**src/rtl/rtc_cal_pkg.sv**
```systemverilog
`timescale 1ns/1ps
package rtc_cal_pkg;

  typedef enum logic [2:0] {
    FLD_SEC   = 3'd0,
    FLD_MIN   = 3'd1,
    FLD_HOUR  = 3'd2,
    FLD_DOW   = 3'd3,
    FLD_DATE  = 3'd4,
    FLD_MONTH = 3'd5,
    FLD_YEAR  = 3'd6,
    FLD_CTRL  = 3'd7
  } field_e;

  // Packed BCD increment, units digit carries into tens
  function automatic logic [7:0] bcd_inc(input logic [7:0] v);
    if (v[3:0] >= 4'd9) return {v[7:4] + 4'd1, 4'd0};
    return v + 8'd1;
  endfunction

  function automatic logic [7:0] bcd_to_bin(input logic [7:0] v);
    return 8'(v[7:4]) * 8'd10 + 8'(v[3:0]);
  endfunction

  function automatic logic is_leap(input logic [7:0] year_bcd);
    logic [7:0] b;
    b = bcd_to_bin(year_bcd);
    return (b[1:0] == 2'b00);
  endfunction

  function automatic logic [7:0] month_last_day(input logic [7:0] month_bcd,
                                                input logic [7:0] year_bcd);
    case (month_bcd)
      8'h02:                      return is_leap(year_bcd) ? 8'h29 : 8'h28;
      8'h04, 8'h06, 8'h09, 8'h11: return 8'h30;
      default:                    return 8'h31;
    endcase
  endfunction

  function automatic logic [7:0] hour24_step(input logic [7:0] h);
    return (h == 8'h23) ? 8'h00 : bcd_inc(h);
  endfunction

  // 12-hour step: bit 5 is PM, bits 4:0 hold BCD 01..12
  function automatic logic [7:0] hour12_step(input logic [7:0] h);
    logic [7:0] n;
    if (h[4:0] == 5'h11)      n = {2'b00, ~h[5], 5'h12};
    else if (h[4:0] == 5'h12) n = {2'b00, h[5], 5'h01};
    else begin
      n      = bcd_inc({3'b000, h[4:0]});
      n[5]   = h[5];
      n[7:6] = 2'b00;
    end
    return n;
  endfunction

  function automatic logic hour_is_last(input logic [7:0] h, input logic mode12);
    return mode12 ? (h[5] && h[4:0] == 5'h11) : (h == 8'h23);
  endfunction

endpackage

```
**src/rtl/rtc_tick_div.sv**
```systemverilog
`timescale 1ns/1ps
module rtc_tick_div #(
  parameter int REF_HZ = 32768
) (
  input  logic clk,
  input  logic rst_n,
  input  logic run,
  input  logic clear,
  input  logic ref_pulse,
  output logic tick
);
  localparam int CW = (REF_HZ > 2) ? $clog2(REF_HZ) : 1;
  localparam logic [CW-1:0] LAST = CW'(REF_HZ - 1);

  logic [CW-1:0] cnt_q;
  logic          at_last;

  assign at_last = (cnt_q == LAST);
  assign tick    = run && !clear && ref_pulse && at_last;

  always_ff @(posedge clk or negedge rst_n) begin
    if (!rst_n)               cnt_q <= '0;
    else if (clear || !run)   cnt_q <= '0;
    else if (ref_pulse)       cnt_q <= at_last ? '0 : cnt_q + 1'b1;
  end

  // a cleared divider cannot fire on the next cycle
  p_clear_restarts_r3: assert property (@(posedge clk) disable iff (!rst_n)
    clear |=> !tick);

  // no tick without a reference pulse
  p_tick_needs_ref_r2: assert property (@(posedge clk) disable iff (!rst_n)
    !ref_pulse |-> !tick);

endmodule

```
**src/rtl/rtc_time_chain.sv**
```systemverilog
`timescale 1ns/1ps
module rtc_time_chain
  import rtc_cal_pkg::*;
(
  input  logic       clk,
  input  logic       rst_n,
  input  logic       tick,
  input  logic       mode12,
  input  logic       wr_en,
  input  logic [2:0] wr_sel,
  input  logic [7:0] wr_data,
  output logic [7:0] sec_q,
  output logic [7:0] min_q,
  output logic [7:0] hour_q,
  output logic       day_carry
);
  logic sec_last, min_last, hr_last;

  assign sec_last  = (sec_q == 8'h59);
  assign min_last  = (min_q == 8'h59);
  assign hr_last   = hour_is_last(hour_q, mode12);
  assign day_carry = tick && sec_last && min_last && hr_last;

  always_ff @(posedge clk or negedge rst_n) begin
    if (!rst_n) begin
      sec_q  <= 8'h00;
      min_q  <= 8'h00;
      hour_q <= 8'h00;
    end else if (wr_en) begin
      case (wr_sel)
        FLD_SEC:  sec_q  <= {1'b0, wr_data[6:0]};
        FLD_MIN:  min_q  <= {1'b0, wr_data[6:0]};
        FLD_HOUR: hour_q <= {2'b00, wr_data[5:0]};
        default: ;
      endcase
    end else if (tick) begin
      sec_q <= sec_last ? 8'h00 : bcd_inc(sec_q);
      if (sec_last) begin
        min_q <= min_last ? 8'h00 : bcd_inc(min_q);
        if (min_last)
          hour_q <= mode12 ? hour12_step(hour_q) : hour24_step(hour_q);
      end
    end
  end

  // seconds wrap to zero
  p_sec_wrap_r4: assert property (@(posedge clk) disable iff (!rst_n)
    tick && sec_last |=> sec_q == 8'h00);

  // 11 -> 12 in 12-hour mode toggles the PM bit
  p_pm_toggle_r6: assert property (@(posedge clk) disable iff (!rst_n)
    tick && mode12 && sec_last && min_last && hour_q[4:0] == 5'h11
      |=> hour_q[5] != $past(hour_q[5]));

  // 24-hour wrap lands on hour 00
  p_hour_wrap_r5: assert property (@(posedge clk) disable iff (!rst_n)
    day_carry && !mode12 |=> hour_q == 8'h00);

endmodule

```
**src/rtl/rtc_date_chain.sv**
```systemverilog
`timescale 1ns/1ps
module rtc_date_chain
  import rtc_cal_pkg::*;
(
  input  logic       clk,
  input  logic       rst_n,
  input  logic       day_step,
  input  logic       wr_en,
  input  logic [2:0] wr_sel,
  input  logic [7:0] wr_data,
  output logic [2:0] dow_q,
  output logic [7:0] date_q,
  output logic [7:0] month_q,
  output logic [7:0] year_q
);
  logic [7:0] last_day;
  logic       month_end, year_end;

  assign last_day  = month_last_day(month_q, year_q);
  assign month_end = (date_q == last_day);
  assign year_end  = (month_q == 8'h12);

  always_ff @(posedge clk or negedge rst_n) begin
    if (!rst_n) begin
      dow_q   <= 3'd0;
      date_q  <= 8'h01;
      month_q <= 8'h01;
      year_q  <= 8'h00;
    end else if (wr_en) begin
      case (wr_sel)
        FLD_DOW:   dow_q   <= wr_data[2:0];
        FLD_DATE:  date_q  <= {2'b00, wr_data[5:0]};
        FLD_MONTH: month_q <= {3'b000, wr_data[4:0]};
        FLD_YEAR:  year_q  <= wr_data;
        default: ;
      endcase
    end else if (day_step) begin
      dow_q  <= (dow_q == 3'd6) ? 3'd0 : dow_q + 3'd1;
      date_q <= month_end ? 8'h01 : bcd_inc(date_q);
      if (month_end) begin
        month_q <= year_end ? 8'h01 : bcd_inc(month_q);
        if (year_end)
          year_q <= (year_q == 8'h99) ? 8'h00 : bcd_inc(year_q);
      end
    end
  end

  // every date change moves the day of week
  p_dow_moves_r9: assert property (@(posedge clk) disable iff (!rst_n)
    day_step |=> dow_q != $past(dow_q));

  // the last day of December lands on the first of January
  p_new_year_r7: assert property (@(posedge clk) disable iff (!rst_n)
    day_step && year_end && month_end |=> month_q == 8'h01 && date_q == 8'h01);

  // February 28 never wraps in a leap year
  p_leap_day_r8: assert property (@(posedge clk) disable iff (!rst_n)
    day_step && month_q == 8'h02 && date_q == 8'h28 && is_leap(year_q)
      |=> date_q == 8'h29);

endmodule

```
**src/rtl/rtc_calendar_core.sv**
```systemverilog
`timescale 1ns/1ps
module rtc_calendar_core
  import rtc_cal_pkg::*;
#(
  parameter int REF_HZ = 32768
) (
  input  logic       clk,
  input  logic       rst_n,
  input  logic       ref_pulse,
  input  logic       wr_en,
  input  logic [2:0] wr_sel,
  input  logic [7:0] wr_data,
  output logic [7:0] sec_o,
  output logic [7:0] min_o,
  output logic [7:0] hour_o,
  output logic [2:0] dow_o,
  output logic [7:0] date_o,
  output logic [7:0] month_o,
  output logic [7:0] year_o,
  output logic       mode12_o
);
  logic run_q, mode12_q;
  logic tick, day_carry;

  // Halted after power loss until any write arrives
  always_ff @(posedge clk or negedge rst_n) begin
    if (!rst_n) begin
      run_q    <= 1'b0;
      mode12_q <= 1'b0;
    end else if (wr_en) begin
      run_q <= 1'b1;
      if (wr_sel == FLD_CTRL) mode12_q <= wr_data[0];
    end
  end

  rtc_tick_div #(.REF_HZ(REF_HZ)) u_div (
    .clk       (clk),
    .rst_n     (rst_n),
    .run       (run_q),
    .clear     (wr_en),
    .ref_pulse (ref_pulse),
    .tick      (tick)
  );

  rtc_time_chain u_time (
    .clk       (clk),
    .rst_n     (rst_n),
    .tick      (tick),
    .mode12    (mode12_q),
    .wr_en     (wr_en),
    .wr_sel    (wr_sel),
    .wr_data   (wr_data),
    .sec_q     (sec_o),
    .min_q     (min_o),
    .hour_q    (hour_o),
    .day_carry (day_carry)
  );

  rtc_date_chain u_date (
    .clk      (clk),
    .rst_n    (rst_n),
    .day_step (day_carry),
    .wr_en    (wr_en),
    .wr_sel   (wr_sel),
    .wr_data  (wr_data),
    .dow_q    (dow_o),
    .date_q   (date_o),
    .month_q  (month_o),
    .year_q   (year_o)
  );

  assign mode12_o = mode12_q;

  // a halted clock does not move without a write
  p_halted_still_r2: assert property (@(posedge clk) disable iff (!rst_n)
    !run_q && !wr_en |=> $stable(sec_o) && $stable(min_o) && $stable(date_o));

  // a write suppresses the tick of the same cycle
  p_write_wins_r3: assert property (@(posedge clk) disable iff (!rst_n)
    wr_en |-> !tick);

  // format change keeps the stored hour
  p_mode_keeps_hour_r10: assert property (@(posedge clk) disable iff (!rst_n)
    wr_en && wr_sel == FLD_CTRL |=> hour_o == $past(hour_o));

endmodule

```
**config.mk**
```make
export PLATFORM = sky130hd
export DESIGN_NAME = rtc_calendar_core
export DESIGN_NICKNAME = d
export VERILOG_FILES = /design/src/rtl/rtc_cal_pkg.sv /design/src/rtl/rtc_tick_div.sv /design/src/rtl/rtc_time_chain.sv /design/src/rtl/rtc_date_chain.sv /design/src/rtl/rtc_calendar_core.sv
export SDC_FILE = /design/constraint.sdc
export NUM_CORES = 1
export LEC_CHECK = 0
export BUFFER_PORTS_ARGS = -buffer_cell sky130_fd_sc_hd__buf_2
export CAP_MARGIN = 20
export CORE_MARGIN = 3
export CORE_UTILIZATION = 45
export CTS_BUF_LIST = sky130_fd_sc_hd__clkbuf_16
export CTS_CLUSTER_SIZE = 28
export DETAILED_ROUTE_END_ITERATION = 6
export GPL_ROUTABILITY_DRIVEN = 0
export HOLD_SLACK_MARGIN = 0.03
export PLACE_DENSITY = 0.68
export SLEW_MARGIN = 20
export SYNTH_ARGS = -nofsm -noshare
export SYNTH_HDL_FRONTEND = slang
export SYNTH_SLANG_ARGS = --single-unit
```
**constraint.sdc**
```tcl
create_clock -name clk -period 3 [get_ports clk]
set_input_delay 0.9 -clock clk [delete_from_list [all_inputs] [get_ports clk]]
set_output_delay 0.9 -clock clk [all_outputs]
set_load 0.01 [all_outputs]
```
==> flow_summary.toml, run 1 <==
[synthesis]
ys_async_sr_fraction_pct = 100
ys.warnings.count = 0
yosys-top-cells-count = "66 x dfrtp_1, 52 x nand2_1, 49 x nor2_1, 49 x o21ai_0, 35 x inv_1"
synth_nets = 602
yosys-top-cells-area = "dfrtp_1 35%, ha_1 8.7%, o21ai_0 5.2%, nand2_1 4.1%, nor2_1 3.9%"
synth_seq_cells = 68
synth_cell_types = 76
synth.most_common_cell = "dfrtp_1"
yosys.area.top_type_share_pct = 34.8
syn_avg_cell_area_sq_um = 8.56
syn_inst = 554
synthFlopType = "dfrtp_1"
yosysSeqAreaShare_pct = 36.0
synth_area_leader_cell = "dfrtp_1"
synth_area_sq_um = 4740
synth-edff-count = 0

[clock_tree]
cts.sinks = 68
htree_num_levels = 3
cts_root_buffer = "clkbuf_16"
cts_inserted_buffers = 9
cts_buffer_depth = 2
cts_tree = "done"
cts-resized-gates = 0
path_clk_slew_ns = 0.06
cts_setup_buffers = 0
clock_latency_ns = 0.34
holdBufCountCts = 0

[worst_setup_path]
path_class = "reg -> reg"
r2r_slack_ns = 0.28
critPathLaunchType = "register"
reg2regPathDepth = 10
regToRegEndpoint = "u_date.year_q[7]"
crit_path_max_fanout = 12
endpoint_kind = "register"
r2r-start = "u_date.month_q[0]"
worst-endpoint-required_ns = 3.27
cp.arrival_ns = 2.99

[die]
core_region_area_sq_um = 10000
start_util_pct = 47.4
pin_count = 67
fp.dieH_um = 109
die_x_um = 109
rows = 36
die-area_sq_um = 11800

[cells_and_area]
nFillCells = 952
postLayoutCellArea_sq_um = 5550
num_antenna_cells = 0
nets = 676
fin_util_pct = 55.5
area_growth_pct = 17.0
drive_gt1_share_pct = 19.3

[pwr]
clkPwrFrac_pct = 29.9
p_sw_mw = 1.29
switching_share_pct = 38.5
p_leak_nw = 2.51
ir_drop_v = 0.000304
p_int_mw = 2.07
p_seq_share_pct = 38.4
p_comb_share_pct = 31.8
power_density_nw_per_um2 = 607

[detailed_routing]
drtIter0Drc = 427
drt-total-wl_um = 13100
drc = 0
ant_nets = 0
firstDrtPassIters = 5
avgRoutedWirePerCell_um = 17.1
vias = 4611
viasPerCell = 6.02

[timing]
final-hold-violation-count = 0
finalSetupTns_ns = 0
max_freq_mhz = 368
worstMarginPinSlew_ns = 0.925
whs_ns = 0.471
slew_headroom_pct = 38.1
rsz0062_at_grt = "no"
fin_skew_ns = 0.00668
finalSetupViolCount = 0
report.final.slew_viol_count = 0
post-route-period-util_pct = 90.5
min_period_ns = 2.72

[global_routing]
grt_pass1_wl_um = 21900
grt_remaining_overflow = 0
grt_pass1_vias = 4437
grt_max_degree = 55
grt_usage_pct = 23.1
grt_antenna_before_repair = 0

[outcome]
status = "completed"

[placed_design]
place_hpwl_um = 9520
dpl_cell_area_sq_um = 5270
port-buffer-count = 66

[run]
drv_cap = 0

[hold_path]
worstHoldPathType = "in -> async"
-- logic make-up (layout without fill, tap and decap cells) --
group | count (synthesis) | in the layout | share of synthesized area (%)
compound gates | 161 | 161 | 22.3
xor+xnor | 9 | 9 | 1.66
fa+ha+maj | 33 | 33 | 8.71
buf+inv | 56 | 135 | 5.15
flops | 68 | 68 | 36.0
mux | 7 | 7 | 1.53
simple gates | 220 | 220 | 24.7
-- per-stage QoR --
stage | std cells | power (mW) | setup slack, ns
6_report | 766 | 3.36 | 0.284
5_1_grt | 766 | 3.60 | 0.102
4_1_cts | 766 | 3.37 | 0.304
3_5_place_dp | 750 | 2.36 | 0.0387
3_3_place_gp | 750 | 2.33 | 0.126
2_1_floorplan | 554 | 1.95 | 0.210
-- registers in the layout (all words and copies together), names as in the netlist --
name            flops
u_time.sec_q        8
u_date.month_q      8
u_date.date_q       8
u_div.cnt_q        15
run_q               1
u_date.year_q       8
u_time.min_q        8
mode12_o            1
u_date.dow_q        3
u_time.hour_q       8
-- critical path: stages, from the launching register on --
cell	delay (ns)
dfstp_2	0.60
inv_1	0.08
ha_1	0.21
nor2_1	0.11
o22ai_1	0.09
a31o_2	0.27
o211ai_1	0.28
nand3_1	0.16
buf_4	0.22
or4_1	0.53
nand4_1	0.11
-- how the worst max path moves through the flow --
stage                            startpoint           endpoint  depth (start not counted)
after floorplan                       wr_en   u_date.year_q[3]                          9
after global placement                wr_en  u_date.month_q[7]                          7
after detailed placement              wr_en  u_date.month_q[7]                          7
after CTS                 u_date.month_q[0]   u_date.year_q[7]                         10
after global routing       u_time.hour_q[1]   u_date.year_q[5]                          8
final                     u_date.month_q[0]   u_date.year_q[7]                         10
-- per-layer routing --
| layer | vias to the layer above | part of all wire (%) | GRT usage [%] |
|---|---|---|---|
| li1 | 2184 | - | - |
| met1 | 2247 | 46 | 32.5 |
| met2 | 161 | 46 | 37.1 |
| met3 | 19 | 6.3 | 4.20 |
| met4 | 0 | 1.5 | 5.59 |
| met5 | - | 0 | 0 |
-- cell type report --
class	instances	area, sq um	share of cell area (%)
clock buffer	9	225	4.06
clock inverter	7	52.6	0.948
inverter	36	135	2.44
multi-input combinational	430	2790	50.3
sequential	68	1700	30.7
tap	133	166	3.00
timing repair buffer	83	470	8.48
-- power groups by stage --
stage	clock network, mW	logic (mW)	registers [mW]
6_report	1.01	1.07	1.29
5_1_grt	1.06	1.21	1.32
4_1_cts	1.02	1.07	1.28
3_5_place_dp	0	1.06	1.30
3_3_place_gp	0	1.04	1.29
2_1_floorplan	0	0.628	1.33
-- cell usage in the layout (no fill, tap or decap), types with 4 or more instances in the layout --
master,n
buf_4,16
clkbuf_16,9
a21oi_1,33
dfrtp_1,66
ha_1,33
nand2_1,52
and4b_1,4
inv_1,35
o21ai_0,49
nand3_1,22
and2_1,7
or4_1,4
nand4_1,14
mux2i_1,5
nand2b_1,8
nor2_1,49
o311ai_0,4
nor4_1,5
or3_1,4
a31oi_1,9
xor2_1,4
and3_1,6
o31ai_1,10
clkinvlp_4,4
xnor2_1,5
nor2b_1,4
o211ai_1,5
nor3_1,18
buf_2,66
Power figures use the tool's default switching activity.
==> inputs of run 2 (changes only) <==
- CTS_BUF_LIST: sky130_fd_sc_hd__clkbuf_16 -> sky130_fd_sc_hd__clkbuf_8
==> run 2 against run 1 <==
Cell area shrank 1.8%; power fell by 8.7%; highest routed layer unchanged; clock-buffer cell count did not move; hold slack got worse by 0.033 ns; fmax shrank 0.78%; critical path depth unchanged; die area unchanged; first-iteration DRC count fell by 14%; register-to-register slack worse by 0.02 ns.
==> flow_summary.toml, run 2 (synthesis results as in run 1) <==
[worst_setup_path]
critPathBufInv = 2
reg2regPathDepth = 10
cp.arrival_ns = 3.03
critPathTopFamily = "simple AND/OR/NAND/NOR gates"
crit_path_max_fanout = 12
worst-endpoint-required_ns = 3.29
r2r_slack_ns = 0.26
cp_slowest_cell = "dfstp_2"
critPathMaxStageDelay_ns = 0.61
critPathLaunchType = "register"
path_class = "reg -> reg"
regToRegEndpoint = "u_date.year_q[7]"
path_cells = "inv_1 > ha_1 > nor2_1 > o22ai_1 > a31o_2 > o211ai_1 > nand3_1 > buf_4 > or4_1 > nand4_1"
r2r-start = "u_date.month_q[0]"
critPathLaunch = "u_date.month_q[0]"
endpoint_kind = "register"

[clock_tree]
cts_inserted_buffers = 9
cts_tree = "done"
cts_root_buffer = "clkbuf_8"
cts.sinks = 68
path_clk_slew_ns = 0.09
holdBufCountCts = 0
cts-resized-gates = 0
cts_setup_buffers = 0
htree_num_levels = 3
cts_buffer_depth = 2
clock_latency_ns = 0.36

[cells_and_area]
nFillCells = 965
stdcell_count = 766
drive_gt1_share_pct = 19.3
largest-register = "u_div.cnt_q"
num_antenna_cells = 0
area_growth_pct = 14.9
largest_reg_flops = 15
nets = 676
final_cell_mix = "66 x buf_2, 66 x dfrtp_1, 52 x nand2_1, 49 x nor2_1, 49 x o21ai_0"

[timing]
final-hold-violation-count = 0
post-route-period-util_pct = 91.3
fin_skew_ns = 0.00985
worstMarginPinSlew_ns = 0.884
report.final.slew_viol_count = 0
min_period_ns = 2.74
finalSetupViolCount = 0
max_freq_mhz = 365
rsz0062_at_grt = "no"
slew_headroom_pct = 40.8
finalSetupTns_ns = 0

[pwr]
p_seq_share_pct = 41.9
ir_drop_v = 0.000264
p_leak_nw = 2.46
p_sw_mw = 1.26
p_comb_share_pct = 34.9
clkPwrFrac_pct = 23.2
power_density_nw_per_um2 = 564
p_int_mw = 1.81
switching_share_pct = 41.1

[placed_design]
port-buffer-count = 66
place_inst = 750
place_hpwl_um = 9520

[die]
core_region_area_sq_um = 10000
fp.dieH_um = 109
start_util_pct = 47.4
die_x_um = 109
pin_count = 67
die-area_sq_um = 11800
rows = 36

[detailed_routing]
ant_nets = 0
drc = 0
vias = 4577
firstDrtPassIters = 5
drtIter0Drc = 368
viasPerCell = 5.98
avgRoutedWirePerCell_um = 17.1
drt-total-wl_um = 13100

[global_routing]
grt_pass1_wl_um = 22000
grt_remaining_overflow = 0
grt_usage_pct = 23.2
grt_max_degree = 55
grt_pass1_vias = 4444
grt_antenna_before_repair = 0

[outcome]
status = "completed"

[run]
drv_cap = 0

[hold_path]
worstHoldPathType = "in -> async"
## run 2: cell type report
| class | count | area [sq um] | share of cell area (%) |
|---|---|---|---|
| Inverter | 36 | 135 | 2.48 |
| Sequential cell | 68 | 1700 | 31.3 |
| Tap cell | 133 | 166 | 3.06 |
| Clock inverter | 7 | 52.6 | 0.965 |
| Clock buffer | 9 | 124 | 2.28 |
| Multi-Input combinational cell | 430 | 2790 | 51.3 |
| Timing Repair Buffer | 83 | 470 | 8.64 |
## run 2: metal layers
metal	routed length, um	GRT usage, %
met1	6060	32.6
met2	6110	37.2
met5	0	0
met3	770	4.38
met4	162	5.68
## run 2: power groups by stage
stage	logic, mW	clock network [mW]	registers, mW
detailed placement	1.06	0	1.30
CTS	1.07	0.723	1.28
global route	1.22	0.770	1.32
finish	1.07	0.713	1.29
floorplan	0.628	0	1.33
global placement	1.04	0	1.29
## run 2: worst max path at each step
stage	end	slack, ns	cells past startpoint
after floorplan	u_date.year_q[3]	0.21	9
after global placement	u_date.month_q[7]	0.13	7
after detailed placement	u_date.month_q[7]	0.04	7
after CTS	u_date.year_q[7]	0.29	10
after global routing	u_date.year_q[5]	0.1	8
final	u_date.year_q[7]	0.26	10
## run 2: through the flow
stage	power, mW	hold slack, ns	setup slack, ns	area [sq um]	util [%]
6_report	3.07	0.438	0.262	5440	54.4
4_1_cts	3.08	0.450	0.295	5440	54.4
2_1_floorplan	1.95	0.438	0.210	4740	-
3_3_place_gp	2.33	0.468	0.126	5270	52.7
3_5_place_dp	2.36	0.456	0.0387	5270	52.7
5_1_grt	3.30	0.458	0.0978	5440	54.4
